**config.mk**
```make
export PLATFORM = sky130hd
export DESIGN_NAME = mgmt_cmd_master
export DESIGN_NICKNAME = d
export VERILOG_FILES = /design/src/rtl/mgmt_pkg.sv /design/src/rtl/mdc_divider.sv /design/src/rtl/frame_seq.sv /design/src/rtl/cmd_regfile.sv /design/src/rtl/mgmt_cmd_master.sv
export SDC_FILE = /design/constraint.sdc
export NUM_CORES = 1
export LEC_CHECK = 0
export ABC_AREA = 1
export BUFFER_PORTS_ARGS = -buffer_cell sky130_fd_sc_hd__buf_2
export CAP_MARGIN = 20
export CORE_MARGIN = 2
export CORE_UTILIZATION = 39
export CTS_BUF_LIST = sky130_fd_sc_hd__clkbuf_4 sky130_fd_sc_hd__clkbuf_8 sky130_fd_sc_hd__clkbuf_16
export DETAILED_ROUTE_END_ITERATION = 10
export HOLD_SLACK_MARGIN = 0.02
export PLACE_DENSITY_LB_ADDON = 0.12
export SLEW_MARGIN = 20
export SYNTH_ARGS = -nofsm -noshare
export SYNTH_HDL_FRONTEND = slang
export SYNTH_SLANG_ARGS = --single-unit
```
**constraint.sdc**
```tcl
create_clock -name clk -period 7 [get_ports clk]
set_clock_uncertainty 0.05 [all_clocks]
set_input_delay 1.4 -clock clk [delete_from_list [all_inputs] [get_ports clk]]
set_output_delay 1.4 -clock clk [all_outputs]
set_load 0.05 [all_outputs]
```
**src/rtl/mgmt_pkg.sv**
```systemverilog
package mgmt_pkg;
  localparam int unsigned PREAMBLE_LEN = 32;
  localparam int unsigned FRAME_LEN    = 64;
  localparam int unsigned TA_POS       = 46;
  localparam int unsigned DATA_POS     = 48;
  localparam int unsigned DATA_W       = 16;
  localparam int unsigned ADDR_W       = 5;
  localparam int unsigned WORD_W       = 32;
  localparam int unsigned LANES        = WORD_W / 8;

  localparam int unsigned BIT_IE  = 29;
  localparam int unsigned BIT_RDY = 28;
  localparam int unsigned OP_LSB  = 26;
  localparam int unsigned PHY_LSB = 21;
  localparam int unsigned REG_LSB = 16;

  localparam logic [1:0] OP_WRITE = 2'b01;
  localparam logic [1:0] OP_READ  = 2'b10;
endpackage

```
**src/rtl/mdc_divider.sv**
```systemverilog
module mdc_divider #(
  parameter int unsigned HALF_CLKS = 2
) (
  input  logic clk,
  input  logic rst_n,
  input  logic run,
  output logic mdc,
  output logic rise_ce,
  output logic fall_ce
);
  localparam int unsigned CW = (HALF_CLKS > 1) ? $clog2(HALF_CLKS) : 1;
  localparam logic [CW-1:0] CNT_TOP = CW'(HALF_CLKS - 1);

  logic [CW-1:0] cnt_q, cnt_d;
  logic          mdc_q, mdc_d;
  logic          tick;

  always_comb begin
    tick  = run && (cnt_q == CNT_TOP);
    cnt_d = cnt_q;
    mdc_d = mdc_q;
    if (!run) begin
      cnt_d = '0;
      mdc_d = 1'b0;
    end else if (tick) begin
      cnt_d = '0;
      mdc_d = ~mdc_q;
    end else begin
      cnt_d = cnt_q + 1'b1;
    end
  end

  always_ff @(posedge clk or negedge rst_n) begin
    if (!rst_n) begin
      cnt_q <= '0;
      mdc_q <= 1'b0;
    end else begin
      cnt_q <= cnt_d;
      mdc_q <= mdc_d;
    end
  end

  assign mdc     = mdc_q;
  assign rise_ce = tick & ~mdc_q;
  assign fall_ce = tick &  mdc_q;
endmodule

```
**src/rtl/frame_seq.sv**
```systemverilog
module frame_seq
  import mgmt_pkg::*;
(
  input  logic              clk,
  input  logic              rst_n,
  input  logic              start,
  input  logic [1:0]        op,
  input  logic [ADDR_W-1:0] phy_addr,
  input  logic [ADDR_W-1:0] reg_addr,
  input  logic [DATA_W-1:0] wdata,
  input  logic              rise_ce,
  input  logic              fall_ce,
  input  logic              mdio_i,
  output logic              busy,
  output logic              done,
  output logic              is_read,
  output logic              mdio_o,
  output logic              mdio_oe,
  output logic [DATA_W-1:0] rdata
);
  localparam int unsigned IDX_W = $clog2(FRAME_LEN);
  localparam logic [IDX_W-1:0] LAST_IDX = IDX_W'(FRAME_LEN - 1);
  localparam logic [IDX_W-1:0] TA_IDX   = IDX_W'(TA_POS);
  localparam logic [IDX_W-1:0] DAT_IDX  = IDX_W'(DATA_POS);

  logic                 busy_q, busy_d;
  logic                 rd_q, rd_d;
  logic [IDX_W-1:0]     idx_q, idx_d;
  logic [FRAME_LEN-1:0] sh_q, sh_d;
  logic [DATA_W-1:0]    cap_q, cap_d;
  logic                 last_fall;

  always_comb begin
    busy_d    = busy_q;
    rd_d      = rd_q;
    idx_d     = idx_q;
    sh_d      = sh_q;
    cap_d     = cap_q;
    last_fall = busy_q && fall_ce && (idx_q == LAST_IDX);
    if (start && !busy_q) begin
      busy_d = 1'b1;
      rd_d   = (op == OP_READ);
      idx_d  = '0;
      cap_d  = '0;
      sh_d   = {{PREAMBLE_LEN{1'b1}}, 2'b01, op, phy_addr, reg_addr, 2'b10,
                (op == OP_READ) ? {DATA_W{1'b0}} : wdata};
    end else if (busy_q) begin
      if (rise_ce && rd_q && (idx_q >= DAT_IDX))
        cap_d = {cap_q[DATA_W-2:0], mdio_i};
      if (last_fall) begin
        busy_d = 1'b0;
      end else if (fall_ce) begin
        idx_d = idx_q + 1'b1;
        sh_d  = {sh_q[FRAME_LEN-2:0], 1'b0};
      end
    end
  end

  always_ff @(posedge clk or negedge rst_n) begin
    if (!rst_n) begin
      busy_q <= 1'b0;
      rd_q   <= 1'b0;
      idx_q  <= '0;
      sh_q   <= '0;
      cap_q  <= '0;
    end else begin
      busy_q <= busy_d;
      rd_q   <= rd_d;
      idx_q  <= idx_d;
      sh_q   <= sh_d;
      cap_q  <= cap_d;
    end
  end

  assign busy    = busy_q;
  assign done    = last_fall;
  assign is_read = rd_q;
  assign mdio_o  = sh_q[FRAME_LEN-1];
  assign mdio_oe = busy_q && !(rd_q && (idx_q >= TA_IDX));
  assign rdata   = cap_q;
endmodule

```
**src/rtl/cmd_regfile.sv**
```systemverilog
module cmd_regfile
  import mgmt_pkg::*;
(
  input  logic              clk,
  input  logic              rst_n,
  input  logic              wr_en,
  input  logic [LANES-1:0]  wr_be,
  input  logic [WORD_W-1:0] wr_data,
  input  logic              busy,
  input  logic              done,
  input  logic              done_read,
  input  logic [DATA_W-1:0] rdata,
  output logic [WORD_W-1:0] word,
  output logic [WORD_W-1:0] merged,
  output logic              start,
  output logic              irq
);
  logic [WORD_W-1:0] word_q, word_d;
  logic              accept, launch, op_ok;

  for (genvar b = 0; b < LANES; b++) begin : g_lane
    assign merged[8*b +: 8] = wr_be[b] ? wr_data[8*b +: 8] : word_q[8*b +: 8];
  end

  always_comb begin
    accept = wr_en && !busy;
    launch = accept && wr_be[LANES-1];
    op_ok  = (merged[OP_LSB +: 2] == OP_WRITE) || (merged[OP_LSB +: 2] == OP_READ);
    start  = launch && op_ok;
    word_d = word_q;
    if (accept) begin
      word_d = merged;
      if (launch && !op_ok) word_d[BIT_RDY] = 1'b1;
    end
    if (done) begin
      word_d[BIT_RDY] = 1'b1;
      if (done_read) word_d[DATA_W-1:0] = rdata;
    end
    word_d[WORD_W-1:WORD_W-2] = 2'b00;
  end

  always_ff @(posedge clk or negedge rst_n) begin
    if (!rst_n) word_q <= '0;
    else        word_q <= word_d;
  end

  assign word = word_q;
  assign irq  = word_q[BIT_IE] & word_q[BIT_RDY];
endmodule

```
**src/rtl/mgmt_cmd_master.sv**
```systemverilog
module mgmt_cmd_master
  import mgmt_pkg::*;
#(
  parameter int unsigned MDC_HALF_CLKS = 2
) (
  input  logic        clk,
  input  logic        rst_n,
  input  logic        wr_en,
  input  logic [3:0]  wr_be,
  input  logic [31:0] wr_data,
  output logic [31:0] rd_data,
  output logic        mdc,
  output logic        mdio_o,
  output logic        mdio_oe,
  input  logic        mdio_i,
  output logic        irq
);
  logic              rst_s0, rst_q_n;
  logic              seq_busy, seq_done, seq_read, seq_start;
  logic              rise_ce, fall_ce;
  logic [WORD_W-1:0] merged;
  logic [DATA_W-1:0] cap_data;

  always_ff @(posedge clk or negedge rst_n) begin
    if (!rst_n) begin
      rst_s0  <= 1'b0;
      rst_q_n <= 1'b0;
    end else begin
      rst_s0  <= 1'b1;
      rst_q_n <= rst_s0;
    end
  end

  cmd_regfile u_regs (
    .clk       (clk),
    .rst_n     (rst_q_n),
    .wr_en     (wr_en),
    .wr_be     (wr_be),
    .wr_data   (wr_data),
    .busy      (seq_busy),
    .done      (seq_done),
    .done_read (seq_read),
    .rdata     (cap_data),
    .word      (rd_data),
    .merged    (merged),
    .start     (seq_start),
    .irq       (irq)
  );

  mdc_divider #(.HALF_CLKS(MDC_HALF_CLKS)) u_div (
    .clk     (clk),
    .rst_n   (rst_q_n),
    .run     (seq_busy),
    .mdc     (mdc),
    .rise_ce (rise_ce),
    .fall_ce (fall_ce)
  );

  frame_seq u_seq (
    .clk      (clk),
    .rst_n    (rst_q_n),
    .start    (seq_start),
    .op       (merged[OP_LSB +: 2]),
    .phy_addr (merged[PHY_LSB +: ADDR_W]),
    .reg_addr (merged[REG_LSB +: ADDR_W]),
    .wdata    (merged[DATA_W-1:0]),
    .rise_ce  (rise_ce),
    .fall_ce  (fall_ce),
    .mdio_i   (mdio_i),
    .busy     (seq_busy),
    .done     (seq_done),
    .is_read  (seq_read),
    .mdio_o   (mdio_o),
    .mdio_oe  (mdio_oe),
    .rdata    (cap_data)
  );
endmodule

```
=== Word-level counts from Yosys, hierarchy flattened ===
Index checks and enable logic that the tools add are counted.

* Add/subtract/negate cells: 2
* Multipliers: 0
* Div/mod/pow operators: 0
* Order comparisons: 2
* Equality and inequality tests: 5
* Shift operators: 0
* Muxes and demuxes: 28
* Bitwise operators: 4
* Reductions and logical operators: 25

{| class="wikitable"
|+ Operators by type and width
! cell !! number
|-
| 64-bit two-way mux || 4
|-
| 16-bit two-way mux || 6
|-
| 29-bit two-way mux || 1
|-
| 6-bit two-way mux || 4
|-
| 8-bit two-way mux || 3
|-
| 6-bit >= comparator (second input constant) || 2
|-
| 1-bit logical AND || 12
|-
| 1-bit two-way mux || 9
|-
| 2-bit nonzero test || 4
|-
| 6-bit by 1-bit adder with 6-bit output (second input constant) || 1
|-
| 6-bit equality test (second input constant) || 1
|-
| 2-bit AND reduction || 3
|-
| 5-bit two-way mux || 1
|-
| 2-bit by 1-bit inequality test with 1-bit output (second input constant) || 2
|-
| 1-bit AND || 3
|-
| 1-bit zero test || 3
|-
| 3-bit AND reduction || 1
|-
| 3-bit nonzero test || 1
|-
| 2-bit by 1-bit equality test with 1-bit output (second input constant) || 1
|-
| 2-bit equality test (second input constant) || 1
|-
| 1-bit adder (second input constant) || 1
|-
| 1-bit logical OR || 1
|-
| 1-bit inverter || 1
|}

* Bits in registers: 122
* Latch bits: 0
* Bits in writable memories: 0
* Bits in read-only memories: 0
* Memories: 0

=== Logic depth before layout (Yosys ltp) ===
Gate-level depths: netlist (run 1).

* Depth after elaboration: 9
* Gate-level depth with buffers: 13

=== By module ===
A second synthesis (run 1) with hierarchy kept.

* Cells, all modules: 798
* Area, all modules: 6103.4 µm²

{| class="wikitable"
|+ By module, submodules not included
! module !! times used !! cells an instance !! area each (µm²)
|-
| frame_seq || 1 || 502 || 4070.2
|-
| cmd_regfile || 1 || 281 || 1889.3
|-
| mdc_divider || 1 || 12 || 90.1
|-
| mgmt_cmd_master || 1 || 3 || 53.8
|}

=== Least setup slack after synthesis (run 1) ===
OpenSTA, ideal clock, no wires.

* Path type: register to output
* Start point: register u_seq.idx_q[0]
* End point: output port mdio_oe
* Arrival: 1.659 ns
* Data required time: 5.550 ns
* Path slack: 3.891 ns
* Cell stages (with the launch flop): 5
* Buffers on the path: 0
* Path through: dfrtp_1 inv_1 ha_1 or2_2 a21oi_1

* Word-level cells in the longest chain between the ends: 4

{| class="wikitable"
|+ RTL lines
! item !! line !! RTL
|-
| start, declared || frame_seq.sv:28 || <nowiki>logic [IDX_W-1:0] idx_q, idx_d;</nowiki>
|-
| start signal, assigned || frame_seq.sv:69 || <nowiki>idx_q <= idx_d;</nowiki>
|-
| 6-bit >= comparator || frame_seq.sv:79 || <nowiki>assign mdio_oe = busy_q && !(rd_q && (idx_q >= TA_IDX));</nowiki>
|-
| 1-bit logical AND || frame_seq.sv:79 ||
|-
| 1-bit zero test || frame_seq.sv:79 ||
|-
| 1-bit logical AND || frame_seq.sv:79 ||
|-
| end, declared || mgmt_cmd_master.sv:14 || <nowiki>output logic mdio_oe,</nowiki>
|}

Every way passes these cells.

=== Final worst setup path (run 1) ===
* Start point: input port wr_be[3]
* End point: register u_seq.sh_q[49]

* Word-level cells in the longest chain between the ends: 7

{| class="wikitable"
|+ RTL lines
! item !! line !! RTL
|-
| start, declared || mgmt_cmd_master.sv:9 || <nowiki>input logic [3:0] wr_be,</nowiki>
|-
| 5-bit two-way mux * || cmd_regfile.sv:22 || <nowiki>assign merged[8*b +: 8] = wr_be[b] ? wr_data[8*b +: 8] : word_q[8*b +: 8];</nowiki>
|-
| named net merged[27] || mgmt_cmd_master.sv:21 || <nowiki>logic [WORD_W-1:0] merged;</nowiki>
|-
| 2-bit by 1-bit equality test with 1-bit output or 2-bit equality test (tied branches) || cmd_regfile.sv:28 || <nowiki>op_ok = (merged[OP_LSB +: 2] == OP_WRITE) || (merged[OP_LSB +: 2] == OP_READ);</nowiki>
|-
| 1-bit logical OR * || cmd_regfile.sv:28 ||
|-
| 1-bit logical AND * || cmd_regfile.sv:29 || <nowiki>start = launch && op_ok;</nowiki>
|-
| 1-bit logical AND * || frame_seq.sv:40 || <nowiki>if (start && !busy_q) begin</nowiki>
|-
| 2-bit by 1-bit inequality test with 1-bit output (no source line) or 2-bit nonzero test (tied branches) || - ||
|-
| 3-bit AND reduction (no source line) || - ||
|-
| end signal, assigned || frame_seq.sv:64 || <nowiki>sh_q <= '0;</nowiki>
|-
| end signal, assigned || frame_seq.sv:70 || <nowiki>sh_q <= sh_d;</nowiki>
|-
| end, declared || frame_seq.sv:29 || <nowiki>logic [FRAME_LEN-1:0] sh_q, sh_d;</nowiki>
|}

Mark *: on every way through the listed nets, which the timed path passes. The rest lies on a longest branch. The select of a mux whose other input is x is not followed.
A chain may end at the register's enable or synchronous reset.

==> flow_results.org, run 1 <==
** Setup path
- The startpoint identified for the worst register-to-register timing path is u_regs.word[27].
- Reg-to-Reg End :: u_seq.sh_q[49]
- At the worst endpoint, the arrival time is 4.33 ns.
- CP Data Required Time :: 7.30 ns
- Critical Setup Path Class :: in2reg
- Maximum fanout along the worst path :: 56
- Worst r2r path cells :: 9
- STA classifies the critical path startpoint as a primary input.
- Critical path endpoint category :: flip-flop
- For flop-to-flop paths, the worst setup slack is 3.76 ns.

** Global routing
- Number of antenna violations at the first check in global routing :: 0
- The first global-routing pass estimated 22950 um of wire.
- The number of global-route vias before repair came to 4891.
- Tot GR Track Use :: 17.54%
- Total gr overflow :: 0
- Entering global routing, the biggest net connects 70 pins.

** Route
- In the routed design, unresolved DRC markers number 0.
- Remaining number of nets flagged by the antenna check after routing :: 0
- Using the TritonRoute via totals, the vias-per-cell ratio works out to 4.752.
- The routed design has 13230 um of wire.
- After detailed routing, the average wire length per cell comes to 12.63 um.
- Number of violations reported at the end of detailed-routing iteration 0 :: 320
- The first detailed-routing pass ran for 4 iterations.
- Summing over every cut layer, the via total after detailed routing is 4975.

** Finish
- The finished layout holds 1047 standard cells, fillers aside.
- Net count of the finished layout :: 890
- The finished cells cover 0.006903 mm^2.
- Area Growth Syn to Fin :: 16.34%
- Antenna diode instance count :: 0
- Share of post-route cells with drive strength above 1 :: 14.44%

** Die
- The die is 127.3 um tall.
- Num ports :: 76
- Placeable core region :: 0.01503 mm^2
- The die covers 0.01622 mm^2.
- After floorplanning, the core was divided into 45 placement rows.
- Effective utilization at floorplan :: 39.47%
- The die is 127.3 um wide.

** Clock tree
- H-tree levels :: 4
- Postcts setup bufs :: 0
- Buffer cell driving the clock tree root :: sky130_fd_sc_hd__clkbuf_16
- For this design, the sink count on the clock tree is 122.
- In this run, CTS created clock tree buffers numbering 17.
- Clock-pin slew was measured on the worst setup and hold paths at 0.05 ns.
- In this run the deepest clock path goes through 2 buffers.
- TritonCTS built the clock tree.
- After clock tree synthesis, the repair step resized 0 gates.
- At the later pin of the worst-skew pair, clock insertion delay measures 0.41 ns.
- Number of buffers inserted for hold repair after clock tree synthesis :: 0

** Timing
- Worst slew margin :: 30.19%
- Final-report hold violation count :: 0
- Transition time of the tightest slew-check pin :: 1.044 ns
- Number of max-slew violations in the final report :: 0
- In the post-route analysis, the smallest setup slack over all paths is 2.965 ns.
- Final worst-path cycle share :: 57.64%
- Clock period minus worst slack :: 4.035 ns
- For this run, the top clock speed supported by timing is 0.2478 GHz.
- Final setup viols :: 0
- Setup repair after global routing missed its margin :: no
- In the final timing run, aggregate negative setup slack is 0 ns.

** Yosys
- Mean cell area of the mapped netlist :: 7.473 um^2
- Counting flops and latches in the post-synthesis netlist gives 122.
- Post-Synthesis Cells :: 794
- The cell area that synthesis handed to floorplanning was 0.005933 mm^2.
- Post-synth cell types :: 29
- Yosys printed 0 warnings.
- Share of the yosys chip area belonging to registers :: 51.46%

** Power
- Areal power density over the cells :: 245.6 mW/mm^2
- IR analysis of the VDD net gives a maximum drop of 0.0001416 V.
- For this design the static power due to leakage is 4.029 nW.

** Place
- Port buffering added 71 buffers.
- Placed Area :: 0.006315 mm^2
- Post-Place Setup Slack :: 2.501 ns
- At the end of routability-driven placement, the weighted congestion stood at 0.7407.
- Once detailed placement completed, the half-perimeter wirelength came to 8400 um.
- After detailed placement, the design holds a cell count of 1016.

** Run status
- Run status :: complete, no violations

** Run
- Number of violations of the max-capacitance limit :: 0

** Worst hold path
- Destination of the worst hold path :: rst_q_n
- Hold-critical path depth :: 0
- Source of the worst hold timing path :: rst_s0
- Class of the tightest hold or removal check :: reg2reg
## logic make-up after synthesis
logic type	Yosys count	synth area share, %
simple gates	475	32.16
flops	122	51.46
buf+inv	107	8.224
compound gates	84	7.254
fa+ha+maj	3	0.6327
other cells	2	0.1266
xor+xnor	1	0.1476
## area by class of cell
cell class              instances  area [um^2]
repair buffers                 73        370.4
well taps                     188        235.2
fillers                      1528         8130
multi-input cells             566         2396
inverters                      67        256.5
clock buffers                  24        496.7
clock inverters                 7        91.34
flip-flops and latches        122         3057
## registers in the layout, indices dropped and copies added, names as in the netlist
signal,cells
u_seq.busy,1
u_div.mdc,1
rst_q_n,1
rst_s0,1
u_seq.rdata,16
u_seq.sh_q,64
u_div.cnt_q,1
u_seq.idx_q,6
u_seq.is_read,1
u_regs.word,30
## cells in the final DEF, fill, tap and decap left out, types with 2 or more instances in the layout
cell type / n
sky130_fd_sc_hd__nor2_4: 4
sky130_fd_sc_hd__nor2_1: 24
sky130_fd_sc_hd__buf_4: 2
sky130_fd_sc_hd__o21ai_0: 73
sky130_fd_sc_hd__inv_2: 3
sky130_fd_sc_hd__clkinv_2: 3
sky130_fd_sc_hd__nand2_4: 3
sky130_fd_sc_hd__clkbuf_4: 4
sky130_fd_sc_hd__clkbuf_16: 17
sky130_fd_sc_hd__nand3_1: 37
sky130_fd_sc_hd__o21ai_1: 4
sky130_fd_sc_hd__dfrtp_1: 121
sky130_fd_sc_hd__nor2_2: 2
sky130_fd_sc_hd__bufinv_16: 2
sky130_fd_sc_hd__nand2_2: 3
sky130_fd_sc_hd__buf_2: 71
sky130_fd_sc_hd__conb_1: 3
sky130_fd_sc_hd__o22ai_1: 3
sky130_fd_sc_hd__nand2_1: 398
sky130_fd_sc_hd__ha_1: 3
sky130_fd_sc_hd__a21oi_1: 2
sky130_fd_sc_hd__clkbuf_8: 3
sky130_fd_sc_hd__inv_1: 62
## layer usage
| layer | GRT usage, % | vias to the layer above | share of wire [%] |
|---|---|---|---|
| li1 | - | 2534 | - |
| met1 | 22.96 | 2355 | 49 |
| met2 | 28.63 | 67 | 46 |
| met3 | 3.727 | 19 | 2.7 |
| met4 | 6.852 | 0 | 1.7 |
| met5 | 0 | - | 0 |
## synthesized netlist by cell type, drive strengths merged
cell	number	share of area [%]
nand2	404	26
dfrtp	122	51
o21ai	77	6.5
inv	66	4.3
nand3	38	3.3
nor2	30	2.5
buf	25	3.0
clkbuf	15	0.95
a21oi	3	0.32
ha	3	0.63
o22ai	3	0.32
conb	2	0.13
clkinv	1	0.063
nand3b	1	0.13
nor3	1	0.084
o21a	1	0.13
or2	1	0.11
xnor2	1	0.15
## power breakdown
group | internal (mW) | switching [mW] | leakage (nW) | total [mW]
combinational | 0.0264 | 0.0595 | 2.24 | 0.0859
clock | 0.564 | 0.307 | 0.294 | 0.871
sequential | 0.723 | 0.0156 | 1.50 | 0.738
## per-stage QoR
stage / hold slack (ns) / util, % / total power [mW]
global placement: 0.2917 / 42.01 / 0.8363
floorplan: 0.2812 / - / 0.8071
detailed placement: 0.2886 / 42.01 / 0.8385
CTS: 0.3073 / 45.92 / 1.717
finish: 0.3039 / 45.92 / 1.696
global route: 0.3094 / 45.92 / 1.759
## how the worst max path moves through the flow
stage              from             end  slack (ns)  cells past startpoint
2_1_floorplan   rst_q_n     u_div.cnt_q        3.30                      0
3_3_place_gp   wr_be[3]  u_seq.sh_q[25]        2.55                     10
3_5_place_dp   wr_be[3]  u_seq.sh_q[46]        2.50                     10
4_1_cts        wr_be[3]  u_seq.sh_q[46]        2.92                     10
5_1_grt        wr_be[3]  u_seq.sh_q[13]        2.64                     11
6_report       wr_be[3]  u_seq.sh_q[49]        2.96                     10
## worst max-delay path: stages
cell and delay, ns:
sky130_fd_sc_hd__buf_2 0.13, sky130_fd_sc_hd__inv_2 0.11, sky130_fd_sc_hd__o21ai_0 0.17, sky130_fd_sc_hd__ha_1 0.38, sky130_fd_sc_hd__inv_1 0.10, sky130_fd_sc_hd__nand2_4 0.45
sky130_fd_sc_hd__nand2_2 0.75, sky130_fd_sc_hd__inv_6 0.60, sky130_fd_sc_hd__nand2_1 0.11, sky130_fd_sc_hd__nand2_1 0.08
(Power assumes the default switching activity.)
==> run 2: changes to the inputs <==
Clock period 7 ns to 3.7 ns, I/O delays scaled along.
==> run 2 against run 1 <==
Against the previous run: die area is the same; sequential share of layout area shrank 0.80 points; register-to-register slack lost 2.2 ns; combinational power grew 86%; largest cell class unchanged; largest power group unchanged.
==> flow_results.org, run 2 (synthesis results as in run 1) <==
** Route
- The detail-routed net length per standard cell came to 12.21 um (was 12.63 um).
- The final routed wirelength across all metal layers came to 12880 um (was 13230 um).
- The detailed-route DRC error count was 0 (unchanged).
- Via count of the routed design :: 4987 (was 4975)
- Drt first pass iters :: 6 (was 4)
- Remaining number of nets flagged by the antenna check after routing :: 0 (unchanged)
- The number of vias per cell after detailed routing came to 4.727 (was 4.752).
- The number of DRC markers after the initial detailed-route iteration was 313 (was 320).

** Timing
- Final worst-path cycle share :: 69.93%
- Final-report hold violation count :: 0 (unchanged)
- Worst slew margin :: 42.25% (was 30.19%)
- Setup repair after global routing missed its margin :: no (unchanged)
- The total negative setup slack was 0 ns (unchanged).
- For the finished layout, the period the worst path requires is 2.587 ns.
- Number of max-slew violations in the final report :: 0 (unchanged)
- Transition time of the tightest slew-check pin :: 0.8662 ns (was 1.044 ns)
- The number of setup violations in the final report was 0 (unchanged).
- Timing would allow up to 0.3865 GHz.

** Setup path
- Maximum fanout along the worst path :: 15 (was 56)
- Critical Setup Path Class :: reg2out (was in2reg)
- CP arrival :: 1.80 ns (was 4.33 ns)
- Worst setup path start :: u_seq.is_read (was wr_be[3])
- Launch point of the worst reg-to-reg path :: u_seq.idx_q[1] (was u_regs.word[27])
- The critical path required time was 2.91 ns (was 7.30 ns).
- Critical path endpoint category :: primary output (was flip-flop)
- The internal reg-to-reg setup slack was 1.56 ns (was 3.76 ns).
- Worst r2r path cells :: 9 (unchanged)
- Startpoint class of the critical path :: flip-flop (was primary input)

** Clock tree
- H-tree levels :: 4 (unchanged)
- The clock tree from TritonCTS was yes (unchanged).
- Buffer cell driving the clock tree root :: sky130_fd_sc_hd__clkbuf_16 (unchanged)
- Clk_lat worst skew :: 0.41 ns (about the same)
- Clock edge transition at the registers on the reported setup and hold paths :: 0.06 ns (was 0.05 ns)
- Postcts setup bufs :: 0 (unchanged)
- The number of clock buffers inserted by TritonCTS came to 17 (unchanged).
- The hold buffer count at CTS came to 0 (unchanged).
- The deepest clock path buffer count came to 2 (unchanged).
- Sinks on Clock Net :: 122 (unchanged)
- Post_cts resized :: 0 (unchanged)

** Die
- The number of top-level pins is 76 (unchanged).
- Die outline area :: 0.01622 mm^2 (unchanged)
- The initial cell density of the core is 39.47% (unchanged).
- Horizontal extent of the die :: 127.3 um (unchanged)
- Placeable core region :: 0.01503 mm^2 (unchanged)
- The number of core rows is 45 (unchanged).
- The die height was 127.3 um (unchanged).

** Finish
- Area Growth Syn to Fin :: 18.49% (was 16.34%)
- Sequential standard cell area :: 0.003057 mm^2 (unchanged)
- Layout Cells excl Fill :: 1055 (was 1047)
- Commonest non-fill, non-tap cell in the layout :: sky130_fd_sc_hd__nand2_1 (unchanged)
- Leading cell types in the layout, fill and taps excluded :: sky130_fd_sc_hd__nand2_1, sky130_fd_sc_hd__dfrtp_1, sky130_fd_sc_hd__o21ai_0 (unchanged)
- The share of cells above drive strength 1 was 15.22% (was 14.44%).
- The number of flip-flops in the largest register is 64 (unchanged).
- Area used by multi-input combinational logic :: 0.002396 mm^2 (unchanged)
- Largest Register :: u_seq.sh_q (unchanged)
- Number of filler instances in the final layout :: 1504 (was 1528)
- Net count of the finished layout :: 897 (was 890)
- The total inserted antenna cells was 0 (unchanged).

** Global routing
- The number of global-route vias before repair came to 4863 (was 4891).
- The overall routing resource usage was 17.20% (was 17.54%).
- The largest net degree at the start of global routing was 66 (was 70).
- The wire length of the first global-routing pass came to 22770 um (was 22950 um).
- The number of antenna violations at the first check in global routing was 0 (unchanged).
- Total gr overflow :: 0 (unchanged)

** Place
- DP Wirelength :: 8438 um (was 8400 um)
- The routability-driven placement congestion ratio is 0.7854 (was 0.7407).
- Cell Count Post-Placement :: 1023 (was 1016)
- The number of port buffers came to 71 (unchanged).

** Power
- The power share of the clock group was 53.8% (was 51.4%).
- Internal power component :: 2.642 mW (was 1.313 mW)
- The power density of the placed cells is 480.5 mW/mm^2 (was 245.6 mW/mm^2).
- Sw Share :: 21.80% (was 22.55%)
- The combinational power share is 4.7% (was 5.1%).
- The maximum vdd drop came to 0.0002930 V (was 0.0001416 V).
- The overall power came to 3.378 mW (was 1.696 mW).
- Relative contribution of sequential cells to total power :: 41.4% (was 43.5%)
- The net switching power is 736.4 uW (was 382.3 uW).
- The static power due to leakage is 4.092 nW (was 4.029 nW).

** Worst hold path
- Class of the tightest hold or removal check :: in2async (was reg2reg)

** Run
- Number of violations of the max-capacitance limit :: 0 (unchanged)

** Run status
- Run status :: complete, no violations (unchanged)
## run 2: changes by cell type in the layout (fill, tap and decap cells not counted), sizes merged
cell      delta
clkbuf       -5
buf          +7
clkinv       +1
clkinvlp     +2
bufinv       +3
## run 2: metal layers
| layer | part of all wire [%] | wire, um | GRT usage, % | up-vias |
|---|---|---|---|---|
| li1 | - | - | - | 2551 |
| met1 | 51 | 6545 | 22.90 | 2348 |
| met2 | 45 | 5754 | 27.78 | 74 |
| met3 | 3.1 | 404 | 3.936 | 14 |
| met4 | 1.4 | 180 | 5.947 | 0 |
| met5 | 0 | 0 | 0 | - |
## run 2: power by group through the flow
stage                     combinational, mW  sequential [mW]  clock [mW]
after global routing                  0.183             1.41        1.91
final                                 0.160             1.40        1.82
after CTS                             0.163             1.40        1.85
after global placement                0.160             1.42           0
after detailed placement              0.162             1.42           0
after floorplan                      0.0777             1.45           0
## run 2: cell type report
class	count	area share, %
Timing Repair Buffer	80	6.193
Clock inverter	13	2.812
Multi-Input combinational cell	566	34.08
Inverter	67	3.648
Sequential cell	122	43.48
Clock buffer	19	6.442
Tap cell	188	3.346
## run 2: worst paths after layout
| check | end |
|---|---|
| setup reg to reg | u_regs.word[12] |
| max in group asynchronous | u_regs.word[29] |
| min in group clk | rst_q_n |
| hold / removal | rst_q_n |
| setup / recovery | mdio_oe |
| hold reg to reg | rst_q_n |
## run 2: through the flow
stage          setup WS [ns]  utilization, %  area (um^2)  hold WS (ns)
5_1_grt               0.9234           46.77         7030       0.03666
6_report               1.113           46.77         7030       0.05069
2_1_floorplan          1.251               -         5938        0.2811
4_1_cts                1.075           46.77         7030       0.03527
3_3_place_gp           1.033           42.44         6380        0.2911
3_5_place_dp          0.9684           42.44         6380        0.2944
## run 2: critical path, cell delays in order (launching register included)
cell	delay, ns
sky130_fd_sc_hd__dfrtp_1	0.74
sky130_fd_sc_hd__inv_1	0.14
sky130_fd_sc_hd__nor3_1	0.21
sky130_fd_sc_hd__a21oi_1	0.09
sky130_fd_sc_hd__buf_2	0.22
==> run 3: changes to the inputs <==
Clock period 3.7 ns to 2.1 ns, I/O delays scaled along.
==> run 3 against run 2 <==
Against the previous run: critical path depth unchanged; die area unchanged; via count increased by 0.76%; worst hold slack improved by 0.12 ns; design area increased by 2.1%; final cell count increased by 1.8%; global-route usage increased by 0.84 points; register-to-register slack got worse by 1.4 ns; clock power increased by 46%; first-iteration DRC count increased by 1.6%; sequential share of layout area decreased by 0.89 points; sequential power increased by 75%; critical endpoint unchanged.
==> flow_results.org, run 3 (synthesis results as in run 1) <==
** Finish
- Area used by multi-input combinational logic :: 0.002407 mm^2 (was 0.002396 mm^2)
- The total inserted antenna cells came to 0 (unchanged).
- Net count of the finished layout :: 919 (was 897)
- Commonest non-fill, non-tap cell in the layout :: sky130_fd_sc_hd__nand2_1 (unchanged)
- Sequential standard cell area :: 0.003057 mm^2 (unchanged)
- Number of filler instances in the final layout :: 1499 (was 1504)
- Leading cell types in the layout, fill and taps excluded: sky130_fd_sc_hd__nand2_1, sky130_fd_sc_hd__dfrtp_1, sky130_fd_sc_hd__o21ai_0 (unchanged).
- The final core utilization is 47.75% (was 46.77%).
- The share of cells above drive strength 1 is 17.16% (was 15.22%).
- Area Growth Syn to Fin :: 20.98% (was 18.49%)
- Number of flip-flops in the largest register :: 64 (unchanged)
- The register with the most flip-flops is u_seq.sh_q (unchanged).

** Place
- Post-Place Setup Slack :: -0.1362 ns (was 0.9684 ns)
- Number of I/O port buffers :: 71 (unchanged)
- The routability-driven placement congestion ratio came to 0.7592 (was 0.7854).
- DP Wirelength :: 9044 um (was 8438 um)

** Timing
- Setup repair after global routing missed its margin: no (unchanged).
- Clock period minus worst slack :: 2.031 ns
- The least setup slack across all paths after layout is 0.06947 ns (was 1.113 ns).
- Hold slack final :: 0.1712 ns (was 0.05069 ns)
- The number of setup violations in the final report was 0 (unchanged).
- The worst path uses 96.69% of the clock period.
- The hold violation total from the final report is 0 (unchanged).
- The total negative setup slack is 0 ns (unchanged).
- Highest Clock Rate :: 0.4925 GHz
- Number of max-slew violations in the final report :: 0 (unchanged)

** Setup path
- Startpoint class of the critical path :: flip-flop (unchanged)
- Critical path endpoint category :: primary output (unchanged)
- CP Data Required Time :: 1.63 ns (was 2.91 ns)
- The library cell contributing the largest single delay on the critical path is sky130_fd_sc_hd__dfrtp_1 (unchanged).
- CP cell instances :: ha_1 -> or2_4 -> a21oi_2 -> buf_6 (was inv_1 -> nor3_1 -> a21oi_1 -> buf_2)
- Maximum fanout along the worst path :: 5 (was 15)
- The top cell family by delay on the critical path is flip-flops (unchanged).
- Critical Setup Path Class :: reg2out (unchanged)
- CP arrival :: 1.56 ns (was 1.80 ns)
- The buffers plus inverters on the worst setup path came to 1 (was 2).
- The longest individual stage delay on the worst path is 0.42 ns (was 0.74 ns).

** Power
- The switching power as a share of total power is 21.92% (was 21.80%).
- Reported net switching power :: 1.189 mW (was 736.4 uW)
- The power density of the placed cells is 755.5 mW/mm^2 (was 480.5 mW/mm^2).
- The static power due to leakage was 4.185 nW (was 4.092 nW).
- Internal power component :: 4.235 mW (was 2.642 mW)
- Relative contribution of sequential cells to total power :: 45.2% (was 41.4%)
- The overall power is 5.423 mW (was 3.378 mW).
- Part of the total power dissipated in the clock network :: 49.0% (was 53.8%)
- Combinational power share :: 5.8% (was 4.7%)
- Worst vdd rail ir drop :: 0.0004583 V (was 0.0002930 V)

** Clock tree
- The number of sinks on the clock net was 122 (unchanged).
- The number of clock buffers inserted by TritonCTS was 17 (unchanged).
- The deepest clock path buffer count came to 2 (unchanged).
- H-tree levels :: 4 (unchanged)
- The register clock-pin slew on the reported worst setup and hold paths is 0.05 ns (was 0.06 ns).
- CTS tree :: yes (unchanged)
- The CTS root buffer was sky130_fd_sc_hd__clkbuf_16 (unchanged).
- Clk_lat worst skew :: 0.41 ns (about the same)

** Route
- Number of violations reported at the end of detailed-routing iteration 0 :: 318 (was 313)
- The detail-routed net length per standard cell is 12.54 um (was 12.21 um).
- Remaining number of nets flagged by the antenna check after routing :: 0 (unchanged)
- Drt first pass iters :: 4 (was 6)
- Post-DR vias/cell :: 4.679 (was 4.727)
- The routed via count came to 5025 (was 4987).
- Sum of routed wire length over all layers :: 13470 um (was 12880 um)
- The detailed-route DRC error count was 0 (unchanged).

** Die
- The initial cell density of the core was 39.47% (unchanged).
- Placeable core region :: 0.01503 mm^2 (unchanged)
- Horizontal extent of the die :: 127.3 um (unchanged)
- Die extent in y :: 127.3 um (unchanged)
- Num ports :: 76 (unchanged)
- The die area was 0.01622 mm^2 (unchanged).
- The number of core rows was 45 (unchanged).

** Global routing
- Tot GR Track Use :: 18.04% (was 17.20%)
- First-pass GRT wire length :: 23380 um (was 22770 um)
- Maximum number of pins on one net before global-route repair :: 54 (was 66)
- Via count of the first global-routing pass :: 4878 (was 4863)
- The total congestion overflow was 0 (unchanged).
- The number of antenna violations at the first check in global routing is 0 (unchanged).

** Run
- Number of violations of the max-capacitance limit :: 0 (unchanged)

** Worst hold path
- The path category of the worst min-delay check was in2reg (was in2async).

** Run status
- Run status: complete, no violations (unchanged).
run 3: cell count changes in the layout (fill, tap and decap cells not counted), sizes merged:
cell and change:
clkbuf +8, bufinv -5, dlygate4sd3 +1, clkinv -3
clkinvlp -3, buf +21
run 3: repair_timing:
| action | CTS | global route |
|---|---|---|
| hold buffers | 1 | 0 |
| pin swaps | 1 | 1 |
| setup buffers | 1 | 2 |
| endpoints found under the hold margin | 2 | 0 |
| resized for setup | 2 | 4 |
| setup endpoints to repair | 1 | 20 |
run 3: layout make-up:
type                            instances  share of cell area [%]
Clock buffer                           27                   7.495
Clock inverter                          2                  0.1394
Inverter                               67                   3.608
Multi-Input combinational cell        566                   33.54
Sequential cell                       122                   42.58
Tap cell                              188                   3.277
Timing Repair Buffer                  102                   9.360
run 3: layer usage:
layer | share of wire, % | up-vias | GRT usage, %
met5 | 0 | - | 0
met4 | 2.2 | 0 | 7.369
met3 | 3.9 | 20 | 3.769
met2 | 43 | 95 | 26.99
met1 | 51 | 2318 | 25.65
li1 | - | 2592 | -
run 3: path summary, 6_finish.rpt:
| check | from | endpoint | slack, ns | depth (start not counted) |
|---|---|---|---|---|
| hold reg to reg | rst_q_n | u_regs.word[1] | 0.21 | 0 |
| hold / removal | mdio_i | u_seq.rdata[0] | 0.17 | 3 |
| setup / recovery | u_seq.idx_q[1] | mdio_oe | 0.07 | 4 |
| setup reg to reg | u_seq.idx_q[0] | u_seq.sh_q[43] | 0.20 | 11 |
| min in group asynchronous | rst_q_n | u_regs.word[1] | 0.21 | 0 |
| max in group asynchronous | rst_q_n | u_seq.sh_q[62] | 1.13 | 1 |
run 3: tightest hold or removal path, cell delays in order:
cell and delay [ns]:
sky130_fd_sc_hd__buf_2 0.08, sky130_fd_sc_hd__nand2_1 0.04, sky130_fd_sc_hd__nand2_1 0.05
run 3: power groups by stage:
| stage | Sequential (mW) | Clock (mW) | Combinational [mW] |
|---|---|---|---|
| 6_report | 2.45 | 2.66 | 0.313 |
| 3_3_place_gp | 2.49 | 0 | 0.313 |
| 4_1_cts | 2.45 | 2.73 | 0.321 |
| 3_5_place_dp | 2.49 | 0 | 0.318 |
| 2_1_floorplan | 2.55 | 0 | 0.137 |
| 5_1_grt | 2.46 | 2.84 | 0.359 |
run 3: metrics by stage:
stage	instances	instance area, um^2
2_1_floorplan	795	5942
3_3_place_gp	1041	6581
3_5_place_dp	1041	6581
4_1_cts	1072	7153
5_1_grt	1074	7178
6_report	1074	7178
